<file path="config.mk">
export PLATFORM = sky130hd
export DESIGN_NAME = pgwr_ctrl
export DESIGN_NICKNAME = d
export VERILOG_FILES = /design/src/rtl/pgwr_pkg.sv /design/src/rtl/pgwr_buf.sv /design/src/rtl/pgwr_timer.sv /design/src/rtl/pgwr_ctrl.sv
export SDC_FILE = /design/constraint.sdc
export NUM_CORES = 1
export LEC_CHECK = 0
export ABC_AREA = 1
export BUFFER_PORTS_ARGS = -buffer_cell sky130_fd_sc_hd__buf_2
export CAP_MARGIN = 20
export CORE_ASPECT_RATIO = 2
export CORE_MARGIN = 2
export CORE_UTILIZATION = 60
export CTS_CLUSTER_SIZE = 16
export DETAILED_ROUTE_END_ITERATION = 12
export PLACE_DENSITY = 0.88
export SLEW_MARGIN = 10
export SYNTH_ARGS = -nofsm -noshare
export SYNTH_HDL_FRONTEND = slang
export SYNTH_SLANG_ARGS = --single-unit
</file>
<file path="constraint.sdc">
create_clock -name clk -period 2.8 [get_ports clk]
set_input_delay 0.42 -clock clk [delete_from_list [all_inputs] [get_ports clk]]
set_output_delay 0.42 -clock clk [all_outputs]
set_load 0.03 [all_outputs]
</file>
<file path="src/rtl/pgwr_pkg.sv">
package pgwr_pkg;
   typedef enum logic [1:0] {
      PG_IDLE = 2'd0,
      PG_FILL = 2'd1,
      PG_PROG = 2'd2
   } pg_state_e;
endpackage

</file>
<file path="src/rtl/pgwr_buf.sv">
// Page buffer: one register and one valid bit per byte slot.
module pgwr_buf #(
   parameter int DATA_W     = 8,
   parameter int PAGE_BYTES = 16,
   localparam int OFS_W     = $clog2(PAGE_BYTES)
) (
   input  logic                  clk,
   input  logic                  rst_n,
   input  logic                  clr,
   input  logic                  wr_en,
   input  logic [OFS_W-1:0]      wr_ofs,
   input  logic [DATA_W-1:0]     wr_data,
   input  logic [OFS_W-1:0]      rd_ofs,
   output logic [PAGE_BYTES-1:0] mask,
   output logic [DATA_W-1:0]     rd_data
);
   logic [DATA_W-1:0] slot_q [PAGE_BYTES];

   for (genvar i = 0; i < PAGE_BYTES; i++) begin : g_slot
      logic [DATA_W-1:0] d_q;
      logic              v_q;
      wire               hit = wr_en && (wr_ofs == OFS_W'(i));

      always_ff @(posedge clk or negedge rst_n) begin
         if (!rst_n) begin
            d_q <= '0;
            v_q <= 1'b0;
         end else if (clr) begin
            v_q <= 1'b0;
         end else if (hit) begin
            d_q <= wr_data;
            v_q <= 1'b1;
         end
      end

      assign slot_q[i] = d_q;
      assign mask[i]   = v_q;
   end

   assign rd_data = slot_q[rd_ofs];
endmodule

</file>
<file path="src/rtl/pgwr_timer.sv">
// Self-timed programming window of CYCLE_CLKS clocks.
module pgwr_timer #(
   parameter int CYCLE_CLKS = 64,
   localparam int CNT_W     = $clog2(CYCLE_CLKS)
) (
   input  logic             clk,
   input  logic             rst_n,
   input  logic             start,
   output logic             run,
   output logic             last,
   output logic [CNT_W-1:0] cnt
);
   localparam logic [CNT_W-1:0] CNT_END = CNT_W'(CYCLE_CLKS - 1);

   always_ff @(posedge clk or negedge rst_n) begin
      if (!rst_n) begin
         run <= 1'b0;
         cnt <= '0;
      end else if (start && !run) begin
         run <= 1'b1;
         cnt <= '0;
      end else if (run) begin
         if (cnt == CNT_END) begin
            run <= 1'b0;
            cnt <= '0;
         end else begin
            cnt <= cnt + 1'b1;
         end
      end
   end

   assign last = run && (cnt == CNT_END);
endmodule

</file>
<file path="src/rtl/pgwr_ctrl.sv">
module pgwr_ctrl #(
   parameter int ADDR_W     = 8,
   parameter int DATA_W     = 8,
   parameter int PAGE_BYTES = 16,
   parameter int CYCLE_CLKS = 500_000
) (
   input  logic              clk,
   input  logic              rst_n,
   input  logic              addr_load,
   input  logic [ADDR_W-1:0] addr_in,
   input  logic              byte_vld,
   input  logic [DATA_W-1:0] byte_data,
   input  logic              stop_seen,
   input  logic              restart_seen,
   input  logic              wp_in,
   output logic              arr_we,
   output logic [ADDR_W-1:0] arr_addr,
   output logic [DATA_W-1:0] arr_wdata,
   output logic              busy
);
   import pgwr_pkg::*;

   localparam int OFS_W  = $clog2(PAGE_BYTES);
   localparam int PAGE_W = ADDR_W - OFS_W;
   localparam int CNT_W  = $clog2(CYCLE_CLKS);

   if ((1 << OFS_W) != PAGE_BYTES) begin : g_bad_page
      $error("PAGE_BYTES must be a power of two");
   end
   if (PAGE_W < 1) begin : g_bad_addr
      $error("ADDR_W must exceed the page offset width");
   end
   if (CYCLE_CLKS < PAGE_BYTES) begin : g_bad_cycle
      $error("CYCLE_CLKS must cover one clock per page byte");
   end

   pg_state_e         state_q;
   logic [PAGE_W-1:0] page_q;
   logic [OFS_W-1:0]  ptr_q;
   logic              wp_q;

   logic [PAGE_BYTES-1:0] mask;
   logic [DATA_W-1:0]     slot_data;
   logic                  t_run, t_last, t_start;
   logic [CNT_W-1:0]      t_cnt;
   logic [OFS_W-1:0]      scan_ofs;
   logic                  scan_live;

   wire accept_load = addr_load && (state_q != PG_PROG);
   wire in_fill     = (state_q == PG_FILL);
   wire fill_byte   = in_fill && byte_vld && !addr_load;
   wire have_data   = |mask;

   assign t_start = in_fill && !addr_load && stop_seen && have_data;

   always_ff @(posedge clk or negedge rst_n) begin
      if (!rst_n) begin
         state_q <= PG_IDLE;
         page_q  <= '0;
         ptr_q   <= '0;
         wp_q    <= 1'b0;
      end else begin
         unique case (state_q)
            PG_IDLE: begin
               if (addr_load) begin
                  page_q  <= addr_in[ADDR_W-1:OFS_W];
                  ptr_q   <= addr_in[OFS_W-1:0];
                  state_q <= PG_FILL;
               end
            end
            PG_FILL: begin
               if (addr_load) begin
                  page_q <= addr_in[ADDR_W-1:OFS_W];
                  ptr_q  <= addr_in[OFS_W-1:0];
               end else if (stop_seen) begin
                  wp_q    <= wp_in;
                  state_q <= have_data ? PG_PROG : PG_IDLE;
               end else if (restart_seen) begin
                  state_q <= PG_IDLE;
               end else if (byte_vld) begin
                  ptr_q <= ptr_q + 1'b1;
               end
            end
            PG_PROG: begin
               if (t_last) state_q <= PG_IDLE;
            end
            default: state_q <= PG_IDLE;
         endcase
      end
   end

   pgwr_buf #(
      .DATA_W     (DATA_W),
      .PAGE_BYTES (PAGE_BYTES)
   ) u_buf (
      .clk     (clk),
      .rst_n   (rst_n),
      .clr     (accept_load),
      .wr_en   (fill_byte && !stop_seen && !restart_seen),
      .wr_ofs  (ptr_q),
      .wr_data (byte_data),
      .rd_ofs  (scan_ofs),
      .mask    (mask),
      .rd_data (slot_data)
   );

   pgwr_timer #(
      .CYCLE_CLKS (CYCLE_CLKS)
   ) u_tmr (
      .clk   (clk),
      .rst_n (rst_n),
      .start (t_start),
      .run   (t_run),
      .last  (t_last),
      .cnt   (t_cnt)
   );

   assign scan_ofs = t_cnt[OFS_W-1:0];

   if (CNT_W > OFS_W) begin : g_scan_wide
      assign scan_live = (t_cnt[CNT_W-1:OFS_W] == '0);
   end else begin : g_scan_exact
      assign scan_live = 1'b1;
   end

   assign busy      = t_run;
   assign arr_we    = t_run && scan_live && mask[scan_ofs] && !wp_q;
   assign arr_addr  = {page_q, scan_ofs};
   assign arr_wdata = slot_data;
endmodule

</file>
; ---- After elaboration in Yosys (flattened, before gate mapping)
; Cells that the tools add are included.
[classes]
n_addsub = 2
magnitude_cmp = 2
n_eq_ne = 26
mux = 56
bitwise_logic = 3
n_reduce_logical = 77
[ops]
columns = operator, count
row1 = $mux W19, 3
row2 = $mux W1, 36
row3 = $reduce_bool A2 Y1, 18
row4 = $reduce_and A2 Y1, 17
row5 = $bmux W8 S4, 1
row6 = $eq A4 B4 Y1 const B, 8
row7 = $logic_and A1 B1 Y1, 29
row8 = $mux W4, 5
row9 = $add A19 B1 Y19 const B, 1
row10 = $eq A19 B19 Y1 const B, 1
row11 = $eq A4 B3 Y1 const B, 4
row12 = $mux W8, 2
row13 = $reduce_or A16 Y1, 1
row14 = $logic_not A15 Y1, 1
row15 = $mux W2, 6
row16 = $ne A3 B3 Y1 const B, 4
row17 = $eq A4 B2 Y1 const B, 2
row18 = $ne A2 B2 Y1 const B, 4
row19 = $pmux W4 S2, 1
row20 = $pmux W2 S3, 1
row21 = $ge A5 B5 Y1 const B, 1
row22 = $logic_not A1 Y1, 5
row23 = $lt A4 B5 Y1 const B, 1
row24 = $not A4 Y5, 1
row25 = other kinds (12), 13
[totals]
ff_bits = 175
word_cells = 204

; ---- Longest topological paths before layout
[logic_depth]
depth_word = 8
depth_mapped = 9
depth_no_buf = 9

; ---- Cells and area by module
; A second synthesis with hierarchy kept.
[hier_totals]
hier_cells = 1218
hier_area_um2 = 9036.2
[by_module_without_submodules]
columns = module, n_inst, cells_per_inst, area_per_inst_um2, seq_area_each_um2
row1 = pgwr_buf, 1, 907, 6862.8, 3603.5
row2 = pgwr_timer, 1, 181, 1337.5, 500.5
row3 = pgwr_ctrl, 1, 130, 835.8, 275.3

; ---- Least setup slack after synthesis
; No wires, ideal clock.
[synth_path]
path_kind = register to output
start = reg u_tmr.cnt[0]
end = out arr_we
arrival_time_ns = 1.523
required_time_ns = 2.380
path_slack_ns = 0.857
path_stages_with_launch = 9
path_buffers = 2
path_cell_list = dfrtp_1 > buf_2 > buf_2 > a21oi_1 > o21ai_0 > nand2_1 > nand2_1 > nand3_1 > nor2_1
[synth_via]
elab_chain_len = 4
[synth_rtl]
columns = item, line_no
row1 = from (decl), pgwr_timer.sv:11  ; output logic [CNT_W-1:0] cnt
row2 = from (signal assigned), pgwr_timer.sv:27  ; cnt <= cnt + 1'b1;
row3 = $bmux W1 S4, pgwr_ctrl.sv:127  ; assign arr_we = t_run && scan_live && mask[scan_ofs] && !wp_q;
row4 = $mux W1 (not written as such), pgwr_ctrl.sv:127
row5 = $logic_and A1 B1 Y1 (2 in a row), pgwr_ctrl.sv:127
row6 = to (decl), pgwr_ctrl.sv:16  ; output logic arr_we,
; No other way between the ends. The select of a mux whose other input is x is not followed.

; ---- Worst setup path after layout
[layout_path]
start = reg u_tmr.cnt[1]
end = out arr_we
; Same word-level chain as after synthesis.

==> results.sh <==
export IMPL_status="finished, final reports clean"
export IMPL_r2r_setup_slack_ps=510
export IMPL_power_density_mw_per_mm2=654
export IMPL_mostFrequentLayoutCells="sky130_fd_sc_hd__nand2_1, sky130_fd_sc_hd__dfrtp_1, sky130_fd_sc_hd__o21ai_0"
export IMPL_start_util=0.614
export IMPL_clock_period_minus_final_worst_setup_slack_ps=2660
export IMPL_layout_area_overhead_vs_synth_pct=9.95
export IMPL_synthesized_area_per_cell_um2=8.07
export IMPL_final_common_cell="sky130_fd_sc_hd__nand2_1"
export IMPL_clockPowerShare=0.375
export IMPL_detail_route_drc_violations=0
export IMPL_detail_route_wirelength_mm=24.1
export IMPL_cts_max_level=4
export IMPL_filler_cell_count=1167
export IMPL_grt_first_pass_wirelength_mm=39.5
export IMPL_combined_flip_flop_and_latch_cell_area_mm2=0.00438
export IMPL_die_height_um=176
export IMPL_boundaryPins=41
export IMPL_launching_element_type_of_the_critical_path="register"
export IMPL_worstSkewPairLatency_ps=440
export IMPL_numPortBuffers=40
export IMPL_unrepaired_setup_endpoints_after_global_routing="no"
export IMPL_cts_tree="built"
export IMPL_gr_usage_all_layers=0.318
export IMPL_cts_reportedPaths_clkPinSlew_ps=70
export IMPL_post_synth_instance_area_mm2=0.00886
export IMPL_cap_viol_max_count=0
export IMPL_layout_cells_non_filler=1322
export IMPL_fin_nets=1145
export IMPL_antenna_left=0
export IMPL_power_internal_w=0.00442
export IMPL_timing_critical_path_required_ps=2380
export IMPL_num_vias=7948
export IMPL_max_clock_path_buffers=2
export IMPL_antenna_found_initial=0
export IMPL_worstPathArrival_ps=2240
export IMPL_core_rowCount=62
export IMPL_holdCritPathClass="in2reg"
export IMPL_cts_root_buffer_cell="sky130_fd_sc_hd__clkbuf_16"
export IMPL_globalRouteOverflowTotal=0
export IMPL_dr_first_iter_drc_count=857
export IMPL_core_area_mm2=0.0144
export IMPL_place_gp_congestion=0.932
export IMPL_crit_path_end_kind="primary output"
export IMPL_dp_cells=1289
export IMPL_power_static_leakage_nw=4.68
export IMPL_power_switching_w=0.00195
export IMPL_final_period_utilization=0.951
export IMPL_drive_gt1_frac=0.126
export IMPL_post_cts_repair_setup_buffers=0
export IMPL_drt_pre_antenna_iters=6
export IMPL_setup_total_negative_slack_ps=0
export IMPL_timing_worst_slew_pin_value_ps=779
export IMPL_regToRegStartpoint="u_tmr.cnt[1]"
export IMPL_critical_path_class="reg2out"
export IMPL_finalMaxSlewViolations=0
export IMPL_die_width_um=89.9
export IMPL_critical_path_startpoint="u_tmr.cnt[1]"
export IMPL_share_seq_of_total_power=0.473
export IMPL_report_final_hold_viol_count=0
export IMPL_clock_skew_final_ps=6.93
export IMPL_synthesis_nets=1126
export IMPL_synth_seq_cells=175
export IMPL_grt_pass1_vias=7881
export IMPL_yosysWarnings=0
export IMPL_timing_fmax_mhz=376
export IMPL_max_slew_margin=0.479
export IMPL_synth_edf_count=0
export IMPL_yosysSeqAreaShare=0.494
export IMPL_vias_per_cell=6.01
export IMPL_dominantRegCellSynth="sky130_fd_sc_hd__dfrtp_1"
export IMPL_combPwrFrac=0.152
export IMPL_holdCritStartpoint="wp_in"
export IMPL_ir_drop_v=0.000457
export IMPL_synth_async_sr_flop_share=1.00
export IMPL_yosysUniqueCellTypes=38
export IMPL_numCtsBuffers=17
export IMPL_finalSetupViolations=0
export IMPL_syn_inst=1098
export IMPL_power_switching_share=0.306
export IMPL_clock_sinks=175
export IMPL_die_area_mm2=0.0158
export IMPL_critical_path_max_fanout=14
export IMPL_route_detailed_wl_per_inst_um=18.2
export IMPL_pin_count_of_the_biggest_net_entering_global_routing=74
export IMPL_antenna_diode_count=0
export IMPL_dpl_hpwl_mm=16.5
export IMPL_multiInputGateArea_mm2=0.00384
-- path summary, 6_finish.rpt --
kind	to	depth (start not counted)
setup / recovery	arr_we	8
hold / removal	wp_q	3
setup reg to reg	u_tmr.cnt[0]	7
hold reg to reg	u_buf.g_slot[8].d_q[4]	2
max in group asynchronous	u_tmr.cnt[10]	3
min in group asynchronous	page_q[2]	2
-- through the flow --
| step | area (um^2) | power, W | hold slack [ps] | utilization | worst slack, ps |
|---|---|---|---|---|---|
| floorplan | 8860 | 0.00366 | 124 | - | 857 |
| global placement | 9140 | 0.00395 | 423 | 0.633 | 578 |
| detailed placement | 9140 | 0.00400 | 415 | 0.633 | 510 |
| CTS | 9740 | 0.00638 | 185 | 0.675 | 22.1 |
| global route | 9740 | 0.00665 | 210 | 0.675 | 30.7 |
| finish | 9740 | 0.00637 | 203 | 0.675 | 138 |
-- power by group through the flow --
stage / logic (W) / clock network (W) / registers (W)
finish: 0.000967 / 0.00239 / 0.00301
detailed placement: 0.000948 / 0 / 0.00305
global placement: 0.000915 / 0 / 0.00303
global route: 0.00108 / 0.00253 / 0.00304
CTS: 0.000965 / 0.00241 / 0.00300
floorplan: 0.000647 / 0 / 0.00302
-- metal layers --
metal	global-route usage	share of wire
met2	0.554	0.52
met5	0	0
met4	0.225	0.067
met1	0.354	0.35
met3	0.0489	0.062
-- synthesized netlist by cell type, types with 10 or more instances --
| library cell | instances | share of area |
|---|---|---|
| sky130_fd_sc_hd__nand2_1 | 262 | 0.11 |
| sky130_fd_sc_hd__clkbuf_1 | 24 | 0.010 |
| sky130_fd_sc_hd__dfrtp_1 | 175 | 0.49 |
| sky130_fd_sc_hd__nand3_1 | 82 | 0.046 |
| sky130_fd_sc_hd__o21ai_2 | 13 | 0.013 |
| sky130_fd_sc_hd__o21ai_0 | 115 | 0.065 |
| sky130_fd_sc_hd__nor2_1 | 112 | 0.047 |
| sky130_fd_sc_hd__a21oi_1 | 25 | 0.014 |
| sky130_fd_sc_hd__buf_2 | 12 | 0.0068 |
| sky130_fd_sc_hd__o21ai_1 | 99 | 0.056 |
| sky130_fd_sc_hd__buf_6 | 10 | 0.013 |
| sky130_fd_sc_hd__inv_1 | 80 | 0.034 |
-- cell families (layout without fill, tap and decap cells) --
kind of cell    count (synthesis)  count (layout)  share of synthesized area
buf+inv                       144             176                     0.0731
mux                             4               4                    0.00508
xor+xnor                        7               7                    0.00692
simple gates                  496             496                      0.253
flops                         175             175                      0.494
fa+ha+maj                       5               5                    0.00706
compound gates                267             267                      0.161
-- worst max-delay path, cell delays in order (launching register included) --
cell                       delay [ps]
sky130_fd_sc_hd__dfrtp_1          350
sky130_fd_sc_hd__clkinv_1         350
sky130_fd_sc_hd__a21oi_1          280
sky130_fd_sc_hd__o21ai_0          170
sky130_fd_sc_hd__nand2_1          100
sky130_fd_sc_hd__nor2_1            60
sky130_fd_sc_hd__nor2_1           210
sky130_fd_sc_hd__nor2_1           100
sky130_fd_sc_hd__buf_2            190
-- final cells by class --
type                            count  share of cell area
Inverter                           89              0.0345
Timing Repair Buffer               55              0.0369
Clock inverter                     15              0.0170
Clock buffer                       17              0.0437
Sequential cell                   175               0.450
Tap cell                          192              0.0247
Multi-Input combinational cell    779               0.394
-- sequential cells by signal (all words and copies together), names as in the netlist --
register / flops
u_tmr.run: 1
u_tmr.cnt: 19
u_buf.g_slot.v_q: 16
wp_q: 1
page_q: 4
u_buf.g_slot.d_q: 128
ptr_q: 4
state_q: 2
-- what timing repair did --
action / CTS / global route
hold buffers: 1 / 0
endpoints found under the setup margin: 0 / 9
resized for setup: 0 / 1
hold endpoints to repair: 53 / 0
Power figures use the tool's default switching activity.
